==> src/rtl/eep_pkg.sv <==
// Shared types for the EEPROM page-write controller.
package eep_pkg;

    // Controller phases: idle, gathering a page, programming the page.
    typedef enum logic [1:0] {
        ST_IDLE = 2'd0,
        ST_LOAD = 2'd1,
        ST_PROG = 2'd2
    } eep_state_e;

endpackage

==> src/rtl/eep_strobe_filter.sv <==
// Turns the raw chip-select / write-enable / output-enable pins into
// qualified byte-load pulses. A write window is the overlap of cs_n and
// we_n low with oe_n high. The address is latched on the first edge of the
// window and the data on the first edge after it closes. Windows shorter
// than MIN_PULSE edges, or ended by oe_n falling, produce nothing.
// Assumes pins are already synchronous to clk.
module eep_strobe_filter #(
    parameter int ADDR_W    = 8,
    parameter int MIN_PULSE = 3
) (
    input  logic              clk,
    input  logic              rst_n,
    input  logic              cs_n,
    input  logic              we_n,
    input  logic              oe_n,
    input  logic [ADDR_W-1:0] addr,
    input  logic [7:0]        din,
    output logic              load_vld,
    output logic [ADDR_W-1:0] load_addr,
    output logic [7:0]        load_data
);
    localparam int CW = $clog2(MIN_PULSE + 1);

    logic              win;
    logic              win_q;
    logic [CW-1:0]     wcnt;
    logic [ADDR_W-1:0] addr_lat;

    assign win = ~cs_n & ~we_n & oe_n;

    // Track window width, latch address at open, emit a load at close.
    always_ff @(posedge clk) begin
        if (!rst_n) begin
            win_q     <= 1'b0;
            wcnt      <= '0;
            addr_lat  <= '0;
            load_vld  <= 1'b0;
            load_addr <= '0;
            load_data <= '0;
        end else begin
            win_q    <= win;
            load_vld <= 1'b0;
            if (win && !win_q) begin
                addr_lat <= addr;
                wcnt     <= CW'(1);
            end else if (win && wcnt != CW'(MIN_PULSE)) begin
                wcnt <= wcnt + CW'(1);
            end
            if (!win && win_q) begin
                if (oe_n && wcnt == CW'(MIN_PULSE)) begin
                    load_vld <= 1'b1;
                end
                load_addr <= addr_lat;
                load_data <= din;
            end
        end
    end

endmodule

==> src/rtl/eep_page_buf.sv <==
// Page buffer: one byte slot and one valid flag per offset in a page.
// Slots are written by accepted loads and all flags clear on commit.
module eep_page_buf #(
    parameter int PAGE_BITS = 4
) (
    input  logic                          clk,
    input  logic                          rst_n,
    input  logic                          wr_en,
    input  logic [PAGE_BITS-1:0]          wr_off,
    input  logic [7:0]                    wr_data,
    input  logic                          clr,
    output logic [(1<<PAGE_BITS)-1:0][7:0] slot_data,
    output logic [(1<<PAGE_BITS)-1:0]     slot_vld
);
    localparam int PAGE = 1 << PAGE_BITS;

    for (genvar g = 0; g < PAGE; g++) begin : g_slot
        // Capture one byte for this offset; drop its flag on commit.
        always_ff @(posedge clk) begin
            if (!rst_n) begin
                slot_data[g] <= '0;
                slot_vld[g]  <= 1'b0;
            end else if (clr) begin
                slot_vld[g] <= 1'b0;
            end else if (wr_en && wr_off == PAGE_BITS'(g)) begin
                slot_data[g] <= wr_data;
                slot_vld[g]  <= 1'b1;
            end
        end
    end

endmodule

==> src/rtl/eep_seq.sv <==
// Phase sequencer: gathers loads of one page under a retriggerable
// timeout, then runs a fixed programming phase and issues a one-cycle
// commit on its last edge. It also keeps the last load for polling reads
// and flags loads with a foreign page tag. Loads during programming are
// dropped.
module eep_seq
    import eep_pkg::*;
#(
    parameter int ADDR_W       = 8,
    parameter int PAGE_BITS    = 4,
    parameter int LOAD_TIMEOUT = 20,
    parameter int PROG_CYCLES  = 40
) (
    input  logic                        clk,
    input  logic                        rst_n,
    input  logic                        load_vld,
    input  logic [ADDR_W-1:0]           load_addr,
    input  logic [7:0]                  load_data,
    output logic                        accept,
    output logic                        commit,
    output logic                        busy,
    output logic                        proto_err,
    output logic [ADDR_W-PAGE_BITS-1:0] page_tag,
    output logic [ADDR_W-1:0]           last_addr,
    output logic [7:0]                  last_data
);
    localparam int TAG_W = ADDR_W - PAGE_BITS;
    localparam int TW    = $clog2(LOAD_TIMEOUT + 1);
    localparam int PW    = $clog2(PROG_CYCLES + 1);

    eep_state_e       state;
    logic [TW-1:0]    tmr;
    logic [PW-1:0]    pcnt;
    logic [TAG_W-1:0] tag_in;
    logic             mismatch;

    assign tag_in   = load_addr[ADDR_W-1:PAGE_BITS];
    assign accept   = load_vld && ((state == ST_IDLE) ||
                      (state == ST_LOAD && tag_in == page_tag));
    assign mismatch = load_vld && state == ST_LOAD && tag_in != page_tag;
    assign commit   = (state == ST_PROG) && (pcnt == PW'(PROG_CYCLES - 1));
    assign busy     = (state == ST_PROG);

    // Phase transitions, load timer and programming counter.
    always_ff @(posedge clk) begin
        if (!rst_n) begin
            state    <= ST_IDLE;
            tmr      <= '0;
            pcnt     <= '0;
            page_tag <= '0;
        end else begin
            case (state)
                ST_IDLE: begin
                    if (accept) begin
                        state    <= ST_LOAD;
                        tmr      <= '0;
                        page_tag <= tag_in;
                    end
                end
                ST_LOAD: begin
                    if (accept) begin
                        tmr <= '0;
                    end else if (tmr == TW'(LOAD_TIMEOUT - 1)) begin
                        state <= ST_PROG;
                        pcnt  <= '0;
                    end else begin
                        tmr <= tmr + TW'(1);
                    end
                end
                ST_PROG: begin
                    if (commit) begin
                        state <= ST_IDLE;
                    end else begin
                        pcnt <= pcnt + PW'(1);
                    end
                end
                default: state <= ST_IDLE;
            endcase
        end
    end

    // Sticky tag-mismatch flag, cleared when the page is committed.
    always_ff @(posedge clk) begin
        if (!rst_n) begin
            proto_err <= 1'b0;
        end else if (mismatch) begin
            proto_err <= 1'b1;
        end else if (commit) begin
            proto_err <= 1'b0;
        end
    end

    // Remember the most recent accepted load for polling reads.
    always_ff @(posedge clk) begin
        if (!rst_n) begin
            last_addr <= '0;
            last_data <= '0;
        end else if (accept) begin
            last_addr <= load_addr;
            last_data <= load_data;
        end
    end

endmodule

==> src/rtl/eeprom_page_writer.sv <==
// Top level of the page-write EEPROM model: strobe filter, sequencer, page
// buffer and a register array with a combinational read port. Reads during
// programming of the last loaded address return the polling pattern.
module eeprom_page_writer #(
    parameter int ADDR_W       = 8,
    parameter int PAGE_BITS    = 4,
    parameter int LOAD_TIMEOUT = 20,
    parameter int PROG_CYCLES  = 40,
    parameter int MIN_PULSE    = 3
) (
    input  logic              clk,
    input  logic              rst_n,
    input  logic              cs_n,
    input  logic              we_n,
    input  logic              oe_n,
    input  logic [ADDR_W-1:0] addr,
    input  logic [7:0]        din,
    output logic [7:0]        dout,
    output logic              busy,
    output logic              proto_err
);
    localparam int DEPTH = 1 << ADDR_W;
    localparam int PAGE  = 1 << PAGE_BITS;
    localparam int TAG_W = ADDR_W - PAGE_BITS;

    logic              load_vld;
    logic [ADDR_W-1:0] load_addr;
    logic [7:0]        load_data;
    logic              accept;
    logic              commit;
    logic [TAG_W-1:0]  page_tag;
    logic [ADDR_W-1:0] last_addr;
    logic [7:0]        last_data;
    logic [PAGE-1:0][7:0] slot_data;
    logic [PAGE-1:0]   slot_vld;
    logic [7:0]        mem [DEPTH];

    eep_strobe_filter #(
        .ADDR_W   (ADDR_W),
        .MIN_PULSE(MIN_PULSE)
    ) u_filt (
        .clk      (clk),
        .rst_n    (rst_n),
        .cs_n     (cs_n),
        .we_n     (we_n),
        .oe_n     (oe_n),
        .addr     (addr),
        .din      (din),
        .load_vld (load_vld),
        .load_addr(load_addr),
        .load_data(load_data)
    );

    eep_seq #(
        .ADDR_W      (ADDR_W),
        .PAGE_BITS   (PAGE_BITS),
        .LOAD_TIMEOUT(LOAD_TIMEOUT),
        .PROG_CYCLES (PROG_CYCLES)
    ) u_seq (
        .clk      (clk),
        .rst_n    (rst_n),
        .load_vld (load_vld),
        .load_addr(load_addr),
        .load_data(load_data),
        .accept   (accept),
        .commit   (commit),
        .busy     (busy),
        .proto_err(proto_err),
        .page_tag (page_tag),
        .last_addr(last_addr),
        .last_data(last_data)
    );

    eep_page_buf #(
        .PAGE_BITS(PAGE_BITS)
    ) u_buf (
        .clk      (clk),
        .rst_n    (rst_n),
        .wr_en    (accept),
        .wr_off   (load_addr[PAGE_BITS-1:0]),
        .wr_data  (load_data),
        .clr      (commit),
        .slot_data(slot_data),
        .slot_vld (slot_vld)
    );

    // Array: clear on reset, write every loaded slot of the page at commit.
    always_ff @(posedge clk) begin
        if (!rst_n) begin
            for (int j = 0; j < DEPTH; j++) begin
                mem[j] <= '0;
            end
        end else if (commit) begin
            for (int i = 0; i < PAGE; i++) begin
                if (slot_vld[i]) begin
                    mem[{page_tag, PAGE_BITS'(i)}] <= slot_data[i];
                end
            end
        end
    end

    // Read port with polling override for the last loaded address.
    always_comb begin
        if (cs_n || oe_n) begin
            dout = '0;
        end else if (busy && addr == last_addr) begin
            dout = {~last_data[7], last_data[6:0]};
        end else begin
            dout = mem[addr];
        end
    end

endmodule

==> config.mk <==
export PLATFORM = sky130hd
export DESIGN_NAME = eeprom_page_writer
export DESIGN_NICKNAME = d
export VERILOG_FILES = /design/src/rtl/eep_pkg.sv /design/src/rtl/eep_strobe_filter.sv /design/src/rtl/eep_page_buf.sv /design/src/rtl/eep_seq.sv /design/src/rtl/eeprom_page_writer.sv
export SDC_FILE = /design/constraint.sdc
export NUM_CORES = 2
export LEC_CHECK = 0
export BUFFER_PORTS_ARGS = -buffer_cell sky130_fd_sc_hd__clkbuf_2
export CAP_MARGIN = 25
export CELL_PAD_IN_SITES_DETAIL_PLACEMENT = 2
export CELL_PAD_IN_SITES_GLOBAL_PLACEMENT = 2
export CORE_UTILIZATION = 43
export DETAILED_ROUTE_END_ITERATION = 12
export PLACE_DENSITY_LB_ADDON = 0.05
export SETUP_SLACK_MARGIN = 0.1
export SLEW_MARGIN = 25
export SYNTH_ARGS = -nofsm -noshare
export SYNTH_HDL_FRONTEND = slang
export SYNTH_HIERARCHICAL = 1
export SYNTH_SLANG_ARGS = --single-unit
==> constraint.sdc <==
create_clock -name clk -period 3.2 [get_ports clk]
set_input_delay 0.32 -clock clk [delete_from_list [all_inputs] [get_ports clk]]
set_output_delay 0.32 -clock clk [all_outputs]
set_load 0.03 [all_outputs]
* After elaboration in Yosys (flattened, before gate mapping)
Memory sizes are Yosys's and may differ from the RTL's. Index checks and enable logic that the tools add are counted.
Storage, ports and cells: register bits after elaboration 206, input port bits 21, word-level logic and storage cells 295, bits in writable memories 2048, memories 1
Memory list:
- mem | words 256, width 8, read ports 1, clocked after memory_dff 0, wr ports 256, RTL line eeprom_page_writer.sv:36 | logic [7:0] mem [DEPTH];
Operators by class: reduce and logical (&&, ||, !) cells 75, add/sub/neg operators 3, equality and inequality tests 30, bitwise logic cells 7, muxes and demuxes 133
Operators with widths (count):
- two-way mux 8 bit | 34
- OR reduction 8 bit | 16
- two-way mux 1 bit | 86
- AND reduction 2 bit | 18
- == test 4 bit (second input constant) | 8
- logical AND 1 bit | 26
- two-way mux 6 bit | 3
- == test 4 x 3 -> 1 bit (second input constant) | 4
- two-way mux 5 bit | 3
- case mux 6 bit (2 select lines) | 1
- case mux 5 bit (2 select lines) | 1
- == test 4 x 2 -> 1 bit (second input constant) | 2
- == test 8 bit | 1
- two-way mux 2 bit | 4
- inequality test 2 bit (second input constant) | 4
- AND reduction 4 bit | 2
- nonzero test 2 bit | 4
- adder 6 x 1 -> 6 bit (second input constant) | 1
- == test 6 bit (second input constant) | 1
- case mux 2 bit (3 select lines) | 1
- adder 5 x 1 -> 5 bit (second input constant) | 1
- == test 5 bit (second input constant) | 1
- inverter 1 bit | 5
- == test 2 bit (second input constant) | 2
- 14 further kinds | 19

* Logic depth before layout (Yosys ltp)
depth after elaboration 7, gate-level depth with buffers 13, mapped depth without buffers 8

* Hierarchy
The synthesis kept the hierarchy.
Modules (own cells, without submodules):
- eeprom_page_writer | area an instance 94972.3 µm², times used 1, cells each 6350
- eep_page_buf | area an instance 5197.5 µm², times used 1, cells each 503
- eep_seq | area an instance 1620.3 µm², times used 1, cells each 171
- eep_strobe_filter | area an instance 1091.0 µm², times used 1, cells each 114

* Worst setup path after synthesis
OpenSTA, ideal clock, no wires.
path type register -> register, start point register u_seq.pcnt[3], end point memory mem[114][0], enable pin, path slack -64 ps, setup time 384 ps, clock period less this slack 3264 ps, stages on the path, launching flop included 11, arrival 2880 ps, path buffers 4, cell sequence dfxtp_1 -> nor3b_1 -> nand3_1 -> nor2_1 -> and2_1 -> clkbuf_1 -> clkbuf_1 -> nand2_1 -> clkbuf_1 -> clkbuf_1 -> o21ai_0
RTL lines:
- from (decl) | RTL line eep_seq.sv:33 | logic [PW-1:0] pcnt;
- from (signal assigned) | RTL line eep_seq.sv:74 | pcnt <= pcnt + PW'(1);
- to (decl) | RTL line eeprom_page_writer.sv:36

* Worst setup path after layout
start point memory mem[149][6], end point output port dout[6]
Between the ends: word-level cells in the longest chain between the ends 3
RTL lines:
- memory (256 x 8 bit)
- two-way mux 8 bit | RTL line eeprom_page_writer.sv:106 | end else if (busy && addr == last_addr) begin
- two-way mux 8 bit | RTL line eeprom_page_writer.sv:104 | if (cs_n || oe_n) begin
- to (decl) | RTL line eeprom_page_writer.sv:18 | output logic [7:0] dout,
No other way between the ends.

==> results.yml <==
global_route:
  maximum_number_of_pins_on_one_net_before_global_route_repair: 124
  grt.busiest_layer: "met2"
  grt_remaining_overflow: 0
  via_count_of_the_first_global_routing_pass: 73670
  grt_use_met2_pct: 58.85
  met1_usage_pct: 53.45
  initial_antenna_violation_count: 108
  grt_first_pass_wirelength_mm: 627.7
  grt_util_met3_pct: 7.189
  globalRouteTotalUtil_pct: 38.17
yosys:
  synth-xor-area-share_pct: 0.1703
  synth.area.top_cells: "sky130_fd_sc_hd__edfxtp_1 60%, sky130_fd_sc_hd__and2_1 13%, sky130_fd_sc_hd__mux4_2 9.3%, sky130_fd_sc_hd__dfxtp_1 4.0%, sky130_fd_sc_hd__mux2i_1 3.8%"
  synth_top_area_cell: "sky130_fd_sc_hd__edfxtp_1"
  netlist.area_leader.share_pct: 59.78
  synth-edff-count: 2048
  top_count_cell_post_synth: "sky130_fd_sc_hd__and2_1"
  synth_top_family_by_area: "simple AND/OR/NAND/NOR gates"
  yosys.cell_types.count: 88
  share_of_synthesized_cell_area_in_and_or_nand_and_nor_gates_pct: 16.20
  syn_area_per_cell_um2: 14.41
  synthesis.nets: 7162
  ys_seq_area_share_pct: 63.79
  synthMuxAreaShare_pct: 13.54
  post_synth_instance_area_um2: 102900
  synth.ff_latch_count: 2254
  synth_fa_ha_area_share_pct: 0.03648
  synthesis.instances: 7138
  top_flip_flop_cell_by_instance_count_after_synthesis: "sky130_fd_sc_hd__edfxtp_1"
  synthArstFlopShare_pct: 0
  commonest_cells_in_the_netlist: "2,057 x sky130_fd_sc_hd__and2_1, 2,048 x sky130_fd_sc_hd__edfxtp_1, 426 x sky130_fd_sc_hd__mux4_2"
  yosys_warnings: 6
  share_of_the_synthesized_area_in_compound_gates_ao_oa_aoi_oai_pct: 3.674
floorplan:
  initial_utilization_pct: 43.25
  chipHeight_um: 491.1
  pin_count: 31
  die-area_um2: 241200
  rows: 179
  core_area_um2: 237900
  die_width_um: 491.1
cts:
  clockRootBuffer: "sky130_fd_sc_hd__clkbuf_16"
  cts_htree_levels: 4
  insertion_delay_ns: 0.90
  clkSlewWorstSetupHoldPaths_ns: 0.06
  cts_sinks: 2254
  cts_tree: "yes"
  tritoncts.num_buffers: 241
  clockBufferDepth: 3
cells_and_area:
  layout.nets: 7979
  final-instance-count-excl-fill: 11360
  areaGrowthSynthToFinish_pct: 18.54
  postLayoutCellArea_um2: 122000
  proportion_of_layout_cells_with_a_drive_suffix_above_1_pct: 24.59
placement:
  place_inst: 10850
  dp_hpwl_mm: 312.7
  pre_cts_ws_ns: -1.380
  routabilityCongestion: 1.030
  port_buffers: 30
  post_dp_cell_area_um2: 113300
drt:
  finalWirelength_mm: 461.4
  detailedRoute.firstPassIterationCount: 9
  drcViolationCount: 6
  avgRoutedWirePerCell_um: 40.63
  drtIter0Drc: 10790
  drt.antenna.violating_nets: 0
  viasPerCell: 6.317
  vias: 71730
run_status:
  status: "finished, violations left"
  violations_in_the_final_reports: "design-rule violations, negative setup slack"
timing:
  worst_slew_margin_rel_pct: 25.48
  rsz0062_at_grt: "yes"
  finalHoldViolations: 0
  finalWorstPathRequiredPeriod_ns: 4.170
  achievable-frequency_ghz: 0.2398
  worst_pin_slew_ns: 1.116
  final_min_period_over_clock_period_pct: 130.3
  finalClockSkew_ns: 0.03395
  setup_violations: 8
  layout_setup_ws_ns: -0.9705
  worst_hold_slack_ns: 0.1119
  maxSlewViolCount: 0
critical_path:
  critPathKind: "flip-flop to output port"
  crit_fanout: 1
  cp-end-kind: "output port"
  cp_data_required_time_ns: 2.88
  timing.critical_path.from_type: "flip-flop"
  critical_path_arrival_ns: 3.85
power:
  vdd.ir_drop.worst_v: 0.0004276
  cellLeakagePower_nw: 43.75
  fin_total_pwr_mw: 66.92
  power-per-cell-area_nw_per_um2: 548.7
job:
  max_cap_violations: 0
hold_path:
  worst_hold_path_type: "primary input to flip-flop"
## logic make-up after synthesis
kind of cell / count (synthesis)
simple gates: 2905
flops: 2254
mux: 835
compound gates: 615
buf+inv: 506
xor+xnor: 20
fa+ha+maj: 3
## power by group
group	switching, mW	leakage (nW)	internal [mW]
clock	12.2	3.63	15.1
sequential	0.543	21.1	33.3
combinational	3.43	19.0	2.21
total	16.2	43.8	50.7
## layout by cell type (no fill, tap or decap), types with 33 or more instances in the layout
cell type                      n
sky130_fd_sc_hd__a21oi_1      33
sky130_fd_sc_hd__and2_1     2057
sky130_fd_sc_hd__buf_12       81
sky130_fd_sc_hd__buf_4       924
sky130_fd_sc_hd__clkbuf_1     73
sky130_fd_sc_hd__clkbuf_16   248
sky130_fd_sc_hd__clkinv_1     61
sky130_fd_sc_hd__clkinv_2     34
sky130_fd_sc_hd__dfxtp_1     152
sky130_fd_sc_hd__dfxtp_2      54
sky130_fd_sc_hd__edfxtp_1   2048
sky130_fd_sc_hd__mux2i_1     383
sky130_fd_sc_hd__mux4_2      429
sky130_fd_sc_hd__nand2_1     309
sky130_fd_sc_hd__nor2_1      313
sky130_fd_sc_hd__nor3_1       35
sky130_fd_sc_hd__o21ai_0     299
sky130_fd_sc_hd__o22ai_1      72
## path summary, 6_finish.rpt
kind	from	to	slack, ns	cells after the start
worst min register to register	u_buf/slot_data[13]$_SDFFE_PN0P_	u_buf/slot_data[13]$_SDFFE_PN0P_	0.47	2
worst max register to register	u_seq/page_tag[1]$_SDFFE_PN0P_	u_buf/slot_data[125]$_SDFFE_PN0P_	0.23	6
worst min-delay path	oe_n	u_filt/addr_lat[4]$_SDFFE_PN0P_	0.11	4
worst max-delay path	mem[149][6]$_SDFFCE_PN0P_	dout[6]	-0.97	8
## registers in the layout, summed over array words and instances (netlist names), 8 cells and up
signal            cells
u_filt/load_data      8
u_filt/addr_lat       8
u_filt/load_addr      8
u_buf/slot_data     128
u_seq/last_data       8
u_buf/slot_vld       16
u_seq/last_addr       8
mem                2048
## layout make-up
class	count	area (um^2)
Timing Repair Buffer	1075	9323
Sequential cell	2254	65690
Multi-Input combinational cell	4378	35420
Tap cell	3167	3963
Inverter	5	26.28
Clock buffer	324	6521
Clock inverter	121	929.6
Antenna cell	32	80.08
Fill cell	22010	115900
## metrics by stage
| step | utilization, % | TNS (ns) |
|---|---|---|
| floorplan | - | -14.02 |
| global placement | 47.62 | -7.734 |
| detailed placement | 47.63 | -7.740 |
| CTS | 51.06 | -6.395 |
| global route | 51.24 | -5.589 |
| finish | 51.27 | -5.569 |
## critical path, stage by stage (launching register included)
cell and delay, ns:
sky130_fd_sc_hd__edfxtp_1 0.42, sky130_fd_sc_hd__mux4_2 0.49, sky130_fd_sc_hd__mux2i_1 0.44, sky130_fd_sc_hd__buf_4 0.21, sky130_fd_sc_hd__a31oi_1 0.20, sky130_fd_sc_hd__a31oi_1 0.38
sky130_fd_sc_hd__o211ai_1 0.40, sky130_fd_sc_hd__buf_4 0.29, sky130_fd_sc_hd__buf_6 0.13
## layer usage
layer	share of wire (%)	up-vias
li1	-	27970
met2	45	4403
met4	4.5	16
met1	40	38550
met5	0.023	-
met3	10	802
## repair_timing
action                                 4_1_cts  5_1_grt
pin swaps                                   14       29
gates resized for setup                    101       86
endpoints found under the hold margin       57        0
cloned                                       1        0
setup buffers                                5        4
hold buffers                                20        0
setup endpoints to repair                    9       13
Note: power is estimated with default switching activity, not from simulation.
